--- src/rtl/cfgwin_pkg.sv ---
package cfgwin_pkg;
   localparam int DATA_W     = 32;
   localparam int BUS_W      = 8;
   localparam int DEV_W      = 5;
   localparam int FN_W       = 3;
   localparam int BUS_SHIFT  = 16;
   localparam int DEV_SHIFT  = 11;
   localparam int FN_SHIFT   = 8;
   localparam int IDSEL_BASE = 16;

   typedef enum logic [1:0] {
      ST_IDLE = 2'd0,
      ST_RD   = 2'd1,
      ST_WR   = 2'd2,
      ST_RESP = 2'd3
   } eng_state_t;

   function automatic logic [DATA_W-1:0] size_mask(input logic [2:0] sz);
      case (sz)
         3'd1:    size_mask = 32'h0000_00FF;
         3'd2:    size_mask = 32'h0000_FFFF;
         default: size_mask = 32'hFFFF_FFFF;
      endcase
   endfunction
endpackage

--- src/rtl/cfgwin_addr_gen.sv ---
module cfgwin_addr_gen
   import cfgwin_pkg::*;
#(
   parameter logic [31:0] CFG_BASE     = 32'h0C00_0000,
   parameter int          WIN_LOW_BITS = 26,
   parameter logic [31:0] WIN_CODE_T0  = 32'h0000_0002,
   parameter logic [31:0] WIN_CODE_T1  = 32'h0000_0003,
   parameter int          SLOT_COUNT   = 16,
   parameter bit          HAS_CARDBUS  = 1'b1,
   parameter int          OFF_W        = 8
) (
   input  logic [BUS_W-1:0]  bus,
   input  logic [DEV_W-1:0]  dev,
   input  logic [FN_W-1:0]   fn,
   input  logic [OFF_W-1:2]  off_word,
   input  logic [2:0]        size,
   input  logic              cardbus,
   output logic              reject,
   output logic [DATA_W-1:0] addr,
   output logic [DATA_W-1:0] win_val
);
   localparam logic [DATA_W-1:0] LOW_MASK = (32'd1 << WIN_LOW_BITS) - 32'd1;

   logic              type0;
   logic              size_ok;
   logic              slot_ok;
   logic              card_block;
   logic [5:0]        sel_pos;
   logic [DATA_W-1:0] onehot;
   logic [DATA_W-1:0] off_al;

   generate
      if (HAS_CARDBUS) begin : g_card
         assign card_block = cardbus && (dev != '0);
      end else begin : g_nocard
         assign card_block = 1'b0;
      end
   endgenerate

   always_comb begin
      type0   = (bus == '0);
      size_ok = (size == 3'd1) || (size == 3'd2) || (size == 3'd4);
      slot_ok = !type0 || (int'(dev) < SLOT_COUNT);
      reject  = !size_ok || !slot_ok || card_block;
      sel_pos = {1'b0, dev} + 6'(IDSEL_BASE);
      onehot  = 32'd1 << sel_pos;
      off_al  = DATA_W'({off_word, 2'b00});
      if (type0) begin
         addr    = CFG_BASE | (onehot & LOW_MASK) | (DATA_W'(fn) << FN_SHIFT) | off_al;
         win_val = WIN_CODE_T0 | (onehot & ~LOW_MASK);
      end else begin
         addr    = CFG_BASE | (DATA_W'(bus) << BUS_SHIFT) | (DATA_W'(dev) << DEV_SHIFT)
                 | (DATA_W'(fn) << FN_SHIFT) | off_al;
         win_val = WIN_CODE_T1;
      end
   end
endmodule

--- src/rtl/cfgwin_lane.sv ---
module cfgwin_lane
   import cfgwin_pkg::*;
(
   input  logic [1:0]        byte_ofs,
   input  logic [2:0]        size,
   input  logic [DATA_W-1:0] word,
   input  logic [DATA_W-1:0] new_data,
   output logic [DATA_W-1:0] rd_val,
   output logic [DATA_W-1:0] merged
);
   logic [4:0]        sh;
   logic [DATA_W-1:0] szm;

   always_comb begin
      sh     = {byte_ofs, 3'b000};
      szm    = size_mask(size);
      rd_val = (word >> sh) & szm;
      if (size == 3'd4)
         merged = new_data;
      else
         merged = (word & ~(szm << sh)) | ((new_data & szm) << sh);
   end
endmodule

--- src/rtl/cfg_window_engine.sv ---
module cfg_window_engine
   import cfgwin_pkg::*;
#(
   parameter logic [31:0] CFG_BASE     = 32'h0C00_0000,
   parameter int          WIN_LOW_BITS = 26,
   parameter logic [31:0] WIN_CODE_T0  = 32'h0000_0002,
   parameter logic [31:0] WIN_CODE_T1  = 32'h0000_0003,
   parameter int          SLOT_COUNT   = 16,
   parameter bit          HAS_CARDBUS  = 1'b1,
   parameter int          OFF_W        = 8
) (
   input  logic              clk,
   input  logic              rst_n,
   input  logic              cardbus_mode,
   input  logic              req_valid,
   input  logic              req_write,
   input  logic [7:0]        req_bus,
   input  logic [4:0]        req_dev,
   input  logic [2:0]        req_func,
   input  logic [OFF_W-1:0]  req_off,
   input  logic [2:0]        req_size,
   input  logic [31:0]       req_wdata,
   output logic              busy,
   output logic              rsp_valid,
   output logic              rsp_err,
   output logic [31:0]       rsp_rdata,
   output logic [31:0]       win_cfg,
   output logic              dn_valid,
   output logic              dn_write,
   output logic [31:0]       dn_addr,
   output logic [31:0]       dn_wdata,
   input  logic              dn_ready,
   input  logic [31:0]       dn_rdata,
   input  logic              dn_berr
);
   generate
      if (SLOT_COUNT < 1 || SLOT_COUNT > 16) begin : g_bad_slots
         $error("SLOT_COUNT must lie in 1..16");
      end
      if (WIN_LOW_BITS < 17 || WIN_LOW_BITS > 31) begin : g_bad_split
         $error("WIN_LOW_BITS must lie in 17..31");
      end
      if (OFF_W < 2 || OFF_W > 8) begin : g_bad_off
         $error("OFF_W must lie in 2..8");
      end
   endgenerate

   eng_state_t        state_q;
   logic              wr_q;
   logic [1:0]        ofs_q;
   logic [2:0]        size_q;
   logic [DATA_W-1:0] addr_q;
   logic [DATA_W-1:0] wdata_q;
   logic [DATA_W-1:0] win_q;
   logic              err_q;
   logic [DATA_W-1:0] rdata_q;

   logic              g_reject;
   logic [DATA_W-1:0] g_addr;
   logic [DATA_W-1:0] g_win;
   logic [DATA_W-1:0] l_rd;
   logic [DATA_W-1:0] l_merged;
   logic              accept;

   cfgwin_addr_gen #(
      .CFG_BASE     (CFG_BASE),
      .WIN_LOW_BITS (WIN_LOW_BITS),
      .WIN_CODE_T0  (WIN_CODE_T0),
      .WIN_CODE_T1  (WIN_CODE_T1),
      .SLOT_COUNT   (SLOT_COUNT),
      .HAS_CARDBUS  (HAS_CARDBUS),
      .OFF_W        (OFF_W)
   ) u_addr (
      .bus      (req_bus),
      .dev      (req_dev),
      .fn       (req_func),
      .off_word (req_off[OFF_W-1:2]),
      .size     (req_size),
      .cardbus  (cardbus_mode),
      .reject   (g_reject),
      .addr     (g_addr),
      .win_val  (g_win)
   );

   cfgwin_lane u_lane (
      .byte_ofs (ofs_q),
      .size     (size_q),
      .word     (dn_rdata),
      .new_data (wdata_q),
      .rd_val   (l_rd),
      .merged   (l_merged)
   );

   assign accept    = req_valid && (state_q == ST_IDLE);
   assign busy      = (state_q != ST_IDLE);
   assign rsp_valid = (state_q == ST_RESP);
   assign rsp_err   = err_q;
   assign rsp_rdata = rdata_q;
   assign win_cfg   = win_q;
   assign dn_valid  = (state_q == ST_RD) || (state_q == ST_WR);
   assign dn_write  = (state_q == ST_WR);
   assign dn_addr   = addr_q;
   assign dn_wdata  = wdata_q;

   always_ff @(posedge clk or negedge rst_n) begin
      if (!rst_n) begin
         state_q <= ST_IDLE;
         wr_q    <= 1'b0;
         ofs_q   <= '0;
         size_q  <= '0;
         addr_q  <= '0;
         wdata_q <= '0;
         win_q   <= WIN_CODE_T0;
         err_q   <= 1'b0;
         rdata_q <= '0;
      end else begin
         case (state_q)
            ST_IDLE: begin
               if (accept) begin
                  wr_q    <= req_write;
                  ofs_q   <= req_off[1:0];
                  size_q  <= req_size;
                  addr_q  <= g_addr;
                  wdata_q <= req_wdata;
                  if (g_reject) begin
                     err_q   <= 1'b1;
                     rdata_q <= '0;
                     state_q <= ST_RESP;
                  end else begin
                     win_q   <= g_win;
                     state_q <= (req_write && req_size == 3'd4) ? ST_WR : ST_RD;
                  end
               end
            end
            ST_RD: begin
               if (dn_ready) begin
                  if (dn_berr) begin
                     err_q   <= 1'b1;
                     rdata_q <= '1;
                     state_q <= ST_RESP;
                  end else if (wr_q) begin
                     wdata_q <= l_merged;
                     state_q <= ST_WR;
                  end else begin
                     err_q   <= 1'b0;
                     rdata_q <= l_rd;
                     state_q <= ST_RESP;
                  end
               end
            end
            ST_WR: begin
               if (dn_ready) begin
                  err_q   <= dn_berr;
                  rdata_q <= dn_berr ? '1 : '0;
                  state_q <= ST_RESP;
               end
            end
            default: state_q <= ST_IDLE;
         endcase
      end
   end
endmodule

--- config.mk ---
export PLATFORM = sky130hd
export DESIGN_NAME = cfg_window_engine
export DESIGN_NICKNAME = d
export VERILOG_FILES = /design/src/rtl/cfgwin_pkg.sv /design/src/rtl/cfgwin_addr_gen.sv /design/src/rtl/cfgwin_lane.sv /design/src/rtl/cfg_window_engine.sv
export SDC_FILE = /design/constraint.sdc
export NUM_CORES = 1
export LEC_CHECK = 0
export ABC_AREA = 1
export CORE_ASPECT_RATIO = 1.2
export CORE_MARGIN = 10
export CORE_UTILIZATION = 23
export DETAILED_ROUTE_END_ITERATION = 16
export SLEW_MARGIN = 10
export SYNTH_ARGS = -nofsm -noshare
export SYNTH_HDL_FRONTEND = slang
export SYNTH_SLANG_ARGS = --single-unit
--- constraint.sdc ---
create_clock -name clk -period 2.1 [get_ports clk]
set_clock_uncertainty 0.2 [all_clocks]
set_input_delay 0.42 -clock clk [delete_from_list [all_inputs] [get_ports clk]]
set_output_delay 0.42 -clock clk [all_outputs]
set_load 0.005 [all_outputs]
**Yosys cells after proc, flatten, opt, wreduce, memory -nomap -nowiden**

Cells that the tools add are included.

- Flip-flop bits (word level): 137
- Bits in latches: 0
- Memory bits (writable): 0
- Bits in read-only memories: 0
- Input port bits: 98
- Output and inout bits: 133
- Word-level logic and storage cells: 98
- Memories: 0

- $add $sub $neg: 1
- $mul: 0
- Divide/modulo/power cells: 0
- Magnitude comparators: 1
- Equality and inequality tests: 17
- Shift operators: 4
- Muxes and demuxes: 32
- Bitwise gates (word level): 11
- Reductions and logical operators: 23

Operator list:

| cell | count |
|---|---|
| $mux W32 | 14 |
| $pmux W32 S2 | 2 |
| $and A32 B32 Y32 | 3 |
| $pmux W32 S3 | 1 |
| $shl A32 B5 Y32 | 2 |
| $or A28 B11 Y28 | 2 |
| $not A32 Y32 | 1 |
| $or A32 B32 Y32 | 1 |
| $or A32 B8 Y32 | 1 |
| $shl A1 B6 Y32 const A | 1 |
| $shr A32 B5 Y32 | 1 |
| $or A28 B16 Y28 | 1 |
| $or A28 B8 Y28 | 1 |
| $ne A2 B2 Y1 const B | 6 |
| $reduce_and A6 Y1 | 2 |
| $mux W2 | 5 |
| $logic_not A8 Y1 | 1 |
| $mux W1 | 8 |
| $add A5 B5 Y6 const B | 1 |
| $eq A3 B1 Y1 const B | 2 |
| $eq A3 B2 Y1 const B | 2 |
| $eq A3 B3 Y1 const B | 2 |
| $logic_or A1 B1 Y1 | 6 |
| $pmux W2 S3 | 1 |
| 15 further kinds | 22 |

**Longest topological paths before layout**

Gate-level depths: netlist (run 1).

- Depth after elaboration: 11
- Depth in mapped cells: 13
- Mapped depth without buffers: 10

**Hierarchy**

Synthesis (run 1) repeated with hierarchy kept, for this count alone.

- Cells, all modules: 1308
- Area total of the unflattened synthesis: 8649.5 um2

Modules (own cells, without submodules):

| module | instances | cells each | area an instance (um2) | sequential area each (um2) |
|---|---|---|---|---|
| cfg_window_engine | 1 | 809 | 6238.5 | 3429.5 |
| cfgwin_lane | 1 | 372 | 1780.5 | 0.0 |
| cfgwin_addr_gen | 1 | 127 | 630.6 | 0.0 |

**Worst setup path before layout (run 1)**

No wires, ideal clock.

- Path kind: register -> register
- Start: register state_q[1]
- End: register rdata_q[24], in the netlist rsp_rdata[24]
- Library setup time: 0.118 ns
- Data arrival time: 1.585 ns
- Path slack: 0.197 ns
- Cell stages (with the launch flop): 14
- Buffers on the path: 3
- Period minus slack after synthesis: 1.903 ns
- Cells stage by stage: dfrtp_1 inv_1 ha_1 buf_4 inv_4 o22ai_2 inv_2 nand3_1 nor2_1 nand2_2 buf_6 buf_6 nand2_1 o21ai_2

- Cells in the longest elaborated chain, start to end: 4
- Elaborated cells on any way between the ends: 12
- Those cells by class: eq/ne: 7; mux: 1; reduce/logical: 4

RTL lines:

| what | RTL line | text |
|---|---|---|
| from (decl) | cfg_window_engine.sv:48 | `eng_state_t state_q;` |
| from (signal assigned) | cfg_window_engine.sv:131 | `state_q <= (req_write && req_size == 3'd4) ? ST_WR : ST_RD;` |
| $logic_not A2 Y1 | cfg_window_engine.sv:94, cfg_window_engine.sv:117 |  |
| $logic_and A1 B1 Y1 | cfg_window_engine.sv:94 | `assign accept = req_valid && (state_q == ST_IDLE);` |
| $ne A2 B2 Y1 (no line) | - |  |
| $reduce_and A6 Y1 (no line) | - |  |
| to (signal assigned) | cfg_window_engine.sv:146 | `rdata_q <= l_rd;` |
| to (signal assigned) | cfg_window_engine.sv:154 | `rdata_q <= dn_berr ? '1 : '0;` |
| to (decl) | cfg_window_engine.sv:56 | `logic [DATA_W-1:0] rdata_q;` |

Parallel ways exist; a longest one is shown, timed or not.
A chain may end at the register's enable or synchronous reset.

**Worst setup path in the final report (run 1)**

- Start: register state_q[1]
- End: register rdata_q[5], in the netlist rsp_rdata[5]

The elaborated chain is that of the path after synthesis.

==> flow_metrics.py, run 1 <==
metrics = {
    "cells_and_area": {
        "register_area_um2": 2680,
        "layout_commonest_cell": "nand2_1",
        "mostFrequentLayoutCells": "nand2_1, clkdlybuf4s50_1, dfrtp_1, nor2_1, nand3_1",
        "final_util_pct": 34.2,
        "drive_above_1_share_pct": 10.9,
        "final_nets": 1302,
        "multiInputGateArea_um2": 3530,
        "syn2layout_area_growth_pct": 46.1,
        "nFillCells": 3086,
        "finish.instance_area_um2": 9860,
    },
    "critical_path": {
        "crit_type": "flip-flop to flip-flop",
        "worstSetupStartpointType": "flip-flop",
        "crit_slowest_cell": "dfrtp_1",
        "cp_cell_sequence": "buf_4, ha_1, inv_2, or2_2, nand3_2, nor2_4, nand2_8, clkbuf_16, nand2_1, o21ai_0",
        "critPathMaxStageDelay_ns": 0.41,
        "crit_arrival_ns": 2.08,
        "crit_fanout": 8,
        "cp_data_required_time_ns": 2.15,
        "worst-path-buf-inv": 3,
        "critPathCaptureType": "flip-flop",
        "cp_top_family": "simple AND/OR/NAND/NOR gates",
    },
    "timing": {
        "fin_crit_sh_pct": 96.8,
        "fmax_mhz": 492,
        "hold_viol_final": 0,
        "setup_violations": 0,
        "holdWs_ns": 0.278,
        "layout_min_cycle_time_ns": 2.03,
        "finalMaxSlewViolations": 0,
        "tns_ns": 0,
    },
    "route": {
        "finalWirelength_mm": 27.8,
        "drt-initial-drc-count": 680,
        "antenna_left": 0,
        "routedWlPerCell_um": 17.5,
        "drc": 0,
        "route.vias.total": 7232,
        "viasPerCell": 4.54,
        "drt_pre_antenna_iters": 7,
    },
    "synth": {
        "synth_edf_count": 0,
        "synth_seq_area_share_pct": 39.7,
        "synth_ff_type": "dfrtp_1",
        "synth-async-reset-ratio_pct": 100,
        "synth_warnings": 0,
        "syn_area_um2": 6750,
        "yosysUniqueCellTypes": 34,
        "ys_seq_elements": 107,
        "syn-mean-instance-area_um2": 6.85,
        "synth_cells": 986,
    },
    "power": {
        "p_total_mw": 14.2,
        "peakVddDrop_mv": 0.596,
        "power_density_nw_per_um2": 1440,
        "leakagePower_nw": 4.46,
    },
    "placement": {
        "dpl-instance-area_um2": 9370,
        "port_buffers": 201,
        "dp_hpwl_mm": 21.8,
        "gp_congestion": 0.906,
    },
    "global_route": {
        "gr-total-overflow": 0,
        "antenna_found_initial": 4,
        "grt_pass1_wl_mm": 41.5,
        "grt_max_degree": 67,
        "grtUsageTotal_pct": 14.4,
        "grt_pass1_vias": 7103,
    },
    "job": {
        "cap_viol_max_count": 0,
    },
    "clock_tree": {
        "path_clk_slew_ns": 0.08,
        "root_buffer": "clkbuf_16",
        "htreeDepth": 3,
        "cts_tree": "built",
        "clk_latency_ns": 0.36,
        "clkSinkCount": 107,
        "cts_buffer_depth": 2,
        "cts_buffers": 9,
    },
    "floorplan": {
        "design.portCount": 231,
        "start_util_pct": 23.4,
        "coreArea_um2": 28800,
        "rows": 68,
        "die_y_um": 208,
        "dieWidth_um": 176,
        "die_area_um2": 36600,
    },
    "hold_path": {
        "hold_path.class": "primary input to asynchronous set/reset pin",
    },
    "outcome": {
        "status": "finished clean",
    },
}
## state kept, by name (all words and copies together), names as in the netlist
| signal | cells |
|---|---|
| dn_addr | 27 |
| dn_wdata | 32 |
| ofs_q | 2 |
| rsp_err | 1 |
| rsp_rdata | 32 |
| size_q | 3 |
| state_q | 2 |
| win_cfg | 7 |
| wr_q | 1 |
## repair_timing
action,in CTS,in global routing
resized for setup,6,16
setup buffers,2,0
pin swaps,0,2
endpoints found under the setup margin,4,35
hold endpoints to repair,12,0
gates cloned,0,6
hold buffers,1,0
## routing by layer
| metal | wire length [um] | GRT usage [%] | part of all wire, % | vias up |
|---|---|---|---|---|
| met3 | 2190 | 4.42 | 7.9 | 31 |
| met1 | 11300 | 16.8 | 41 | 3374 |
| li1 | - | - | - | 3574 |
| met4 | 660 | 4.11 | 2.4 | 2 |
| met2 | 13600 | 24.6 | 49 | 251 |
| met5 | 13 | 0 | 0.047 | - |
## stage by stage
stage               std cells  worst slack (ns)
detailed placement       1565            -0.145
global route             1589           -0.0393
global placement         1565            -0.105
CTS                      1583            0.0310
finish                   1592            0.0674
floorplan                1013             0.197
## path summary, 6_finish.rpt
path,start,endpoint,slack (ns),cells after the start
worst max-delay path,state_q[1],rsp_rdata[5],0.07,10
worst min-delay path,rst_n,dn_wdata[11],0.28,2
worst max register to register,state_q[1],rsp_rdata[5],0.07,10
worst min register to register,rsp_rdata[24],rsp_rdata[24],0.28,2
max in group asynchronous,rst_n,ofs_q[0],0.80,3
min in group clk,rsp_rdata[24],rsp_rdata[24],0.28,2
## cells in the mapped netlist, drive strengths merged (3+ instances only)
cell type  number  area (um^2)
nand2         339         1300
o21ai         116          644
nor2          110          442
dfrtp         107         2680
nand3          93          470
buf            66          440
inv            40          153
a21oi          37          189
clkbuf         27          101
nor3           25          125
o31ai           6         45.0
a31oi           4         25.0
ha              4         50.1
nand4           3         25.0
o211ai          3         22.5
## layout make-up
type                       count  share of cell area [%]
multi-input combinational    773                    35.9
timing repair buffer         269                    27.6
clock inverter                 6                   0.571
inverter                      40                    1.60
clock buffer                   9                    2.28
antenna                        3                  0.0761
tap                          385                    4.89
sequential                   107                    27.2
## power breakdown
part | switching (mW) | internal [mW] | total [mW] | leakage (nW)
clock | 0.868 | 0.828 | 1.70 | 0.136
sequential | 0.629 | 2.88 | 3.51 | 1.36
combinational | 5.07 | 3.90 | 8.97 | 2.97
total | 6.57 | 7.61 | 14.2 | 4.46
## logic make-up after synthesis
logic type | count (synthesis) | synth area share [%]
AND/OR/NAND/NOR | 572 | 35.1
adder cells (fa/ha/maj) | 4 | 0.741
flip-flops | 107 | 39.7
AO/OA/AOI/OAI | 168 | 14.1
other | 2 | 0.111
buffers and inverters | 133 | 10.3
Note: power is estimated with default switching activity, not from simulation.
==> run 2: changes to the inputs <==
Settings changed: RECOVER_POWER set to 50.
==> flow_metrics.py, run 2 (same netlist as run 1, synthesis figures left out) <==
metrics = {
    "outcome": {
        "status": "finished clean",
    },
    "floorplan": {
        "rows": 68,
        "die_y_um": 208,
        "design.portCount": 231,
        "start_util_pct": 23.4,
        "coreArea_um2": 28800,
        "dieWidth_um": 176,
        "die_area_um2": 36600,
    },
    "route": {
        "finalWirelength_mm": 27.9,
        "antenna_left": 0,
        "routedWlPerCell_um": 17.5,
        "viasPerCell": 4.55,
        "drc": 0,
        "drt-initial-drc-count": 630,
        "route.vias.total": 7243,
        "drt_pre_antenna_iters": 6,
    },
    "global_route": {
        "grtUsageTotal_pct": 14.4,
        "antenna_found_initial": 4,
        "grt_max_degree": 67,
        "grt_pass1_vias": 7103,
        "grt_pass1_wl_mm": 41.5,
        "gr-total-overflow": 0,
    },
    "timing": {
        "hold_viol_final": 0,
        "setup_violations": 0,
        "worstMarginPinSlew_ns": 1.03,
        "fin_crit_sh_pct": 96.7,
        "fmax_mhz": 492,
        "finalMaxSlewViolations": 0,
        "relSlewSlack_pct": 31.2,
        "layout_min_cycle_time_ns": 2.03,
        "holdWs_ns": 0.284,
    },
    "clock_tree": {
        "clkSinkCount": 107,
        "cts_buffers": 9,
        "cts_buffer_depth": 2,
        "cts_tree": "built",
        "clk_latency_ns": 0.36,
        "root_buffer": "clkbuf_16",
        "htreeDepth": 3,
        "path_clk_slew_ns": 0.08,
    },
    "cells_and_area": {
        "fin_cells": 1592,
        "mostFrequentLayoutCells": "nand2_1, clkdlybuf4s50_1, dfrtp_1, nor2_1, nand3_1",
        "final_nets": 1302,
        "syn2layout_area_growth_pct": 45.7,
        "final_util_pct": 34.1,
        "layout_commonest_cell": "nand2_1",
        "drive_above_1_share_pct": 10.5,
    },
    "power": {
        "p_seq_share_pct": 24.8,
        "p_total_mw": 14.1,
        "p_sw_mw": 6.57,
        "p_sw_share_pct": 46.5,
        "pwr-share-clk_pct": 12.0,
        "intPower_mw": 7.57,
        "peakVddDrop_mv": 0.591,
        "leakagePower_nw": 4.45,
        "power_density_nw_per_um2": 1440,
        "combPwrFrac_pct": 63.2,
    },
    "placement": {
        "placed_cells": 1565,
        "port_buffers": 201,
        "dp_hpwl_mm": 21.8,
        "gp_congestion": 0.906,
    },
    "critical_path": {
        "worstSetupStartpointType": "flip-flop",
        "crit_arrival_ns": 2.08,
        "cp_cell_sequence": "buf_4, ha_1, inv_2, or2_2, nand3_2, nor2_4, nand2_8, clkbuf_16, nand2_1, o21ai_0",
        "reg2reg_depth": 10,
        "r2r_end": "rsp_rdata[5]",
        "cp-startpoint": "state_q[1]",
        "crit_fanout": 8,
        "crit_type": "flip-flop to flip-flop",
        "crit_slowest_cell": "dfrtp_1",
        "worst-r2r-setup-slack_ns": 0.07,
        "cp_data_required_time_ns": 2.15,
        "reg2reg_from": "state_q[1]",
        "endpoint": "rsp_rdata[5]",
        "critPathMaxStageDelay_ns": 0.41,
        "critPathCaptureType": "flip-flop",
    },
    "hold_path": {
        "hold_path.class": "flip-flop to flip-flop",
    },
    "job": {
        "cap_viol_max_count": 0,
    },
}
run 2: critical path: cells and delay by family (launching register included):
family / cells / cell delay, ns
AOI/OAI and AO/OA: 1 / 0.07
adders and majority gates: 1 / 0.22
buffers and inverters: 3 / 0.42
DFF: 1 / 0.41
and+or+nand+nor: 5 / 0.58
run 2: through the flow:
stage	instance area [um^2]	setup WS (ns)	TNS, ns
after floorplan	6850	0.197	0
after global placement	9370	-0.105	-3.07
after detailed placement	9370	-0.145	-4.35
after CTS	9670	0.0310	0
after global routing	9830	-0.0391	-0.563
final	9830	0.0687	0
run 2: worst min path at each step:
stage             startpoint             to  slack (ns)  cells past startpoint
2_1_floorplan          rst_n     dn_addr[0]       -0.08                      0
6_report       rsp_rdata[24]  rsp_rdata[24]        0.28                      2
3_3_place_gp           rst_n    dn_wdata[5]        0.10                      1
3_5_place_dp           rst_n    dn_wdata[5]        0.11                      1
4_1_cts                rst_n   dn_wdata[11]        0.29                      2
5_1_grt           dn_addr[2]     dn_addr[2]        0.30                      2
run 2: cell type report:
cell class / instances / area [um^2]
diodes: 3 / 7.51
flip-flops and latches: 107 / 2680
inverters: 40 / 158
multi-input cells: 773 / 3530
clock buffers: 9 / 225
clock inverters: 6 / 56.3
repair buffers: 269 / 2700
fillers: 3089 / 19000
well taps: 385 / 482
run 2: power groups by stage:
| stage | sequential, mW | combinational (mW) | clock, mW |
|---|---|---|---|
| 3_3_place_gp | 3.54 | 8.25 | 0 |
| 2_1_floorplan | 3.46 | 4.85 | 0 |
| 6_report | 3.51 | 8.94 | 1.69 |
| 5_1_grt | 3.61 | 9.93 | 1.82 |
| 4_1_cts | 3.51 | 8.38 | 1.74 |
| 3_5_place_dp | 3.55 | 8.33 | 0 |
run 2: what timing repair did:
action                     in CTS  in global routing
hold endpoints to repair       12                  0
pin swaps                       0                  2
hold buffers                    1                  0
setup endpoints to repair       4                 35
buffers inserted                2                  0
cloned                          0                  6
gates resized for setup         6                 16
run 2: per-layer routing:
metal	global-route usage (%)	routed length, um
met1	16.8	11300
met2	24.6	13700
met3	4.42	2190
met4	4.11	610
met5	0	13
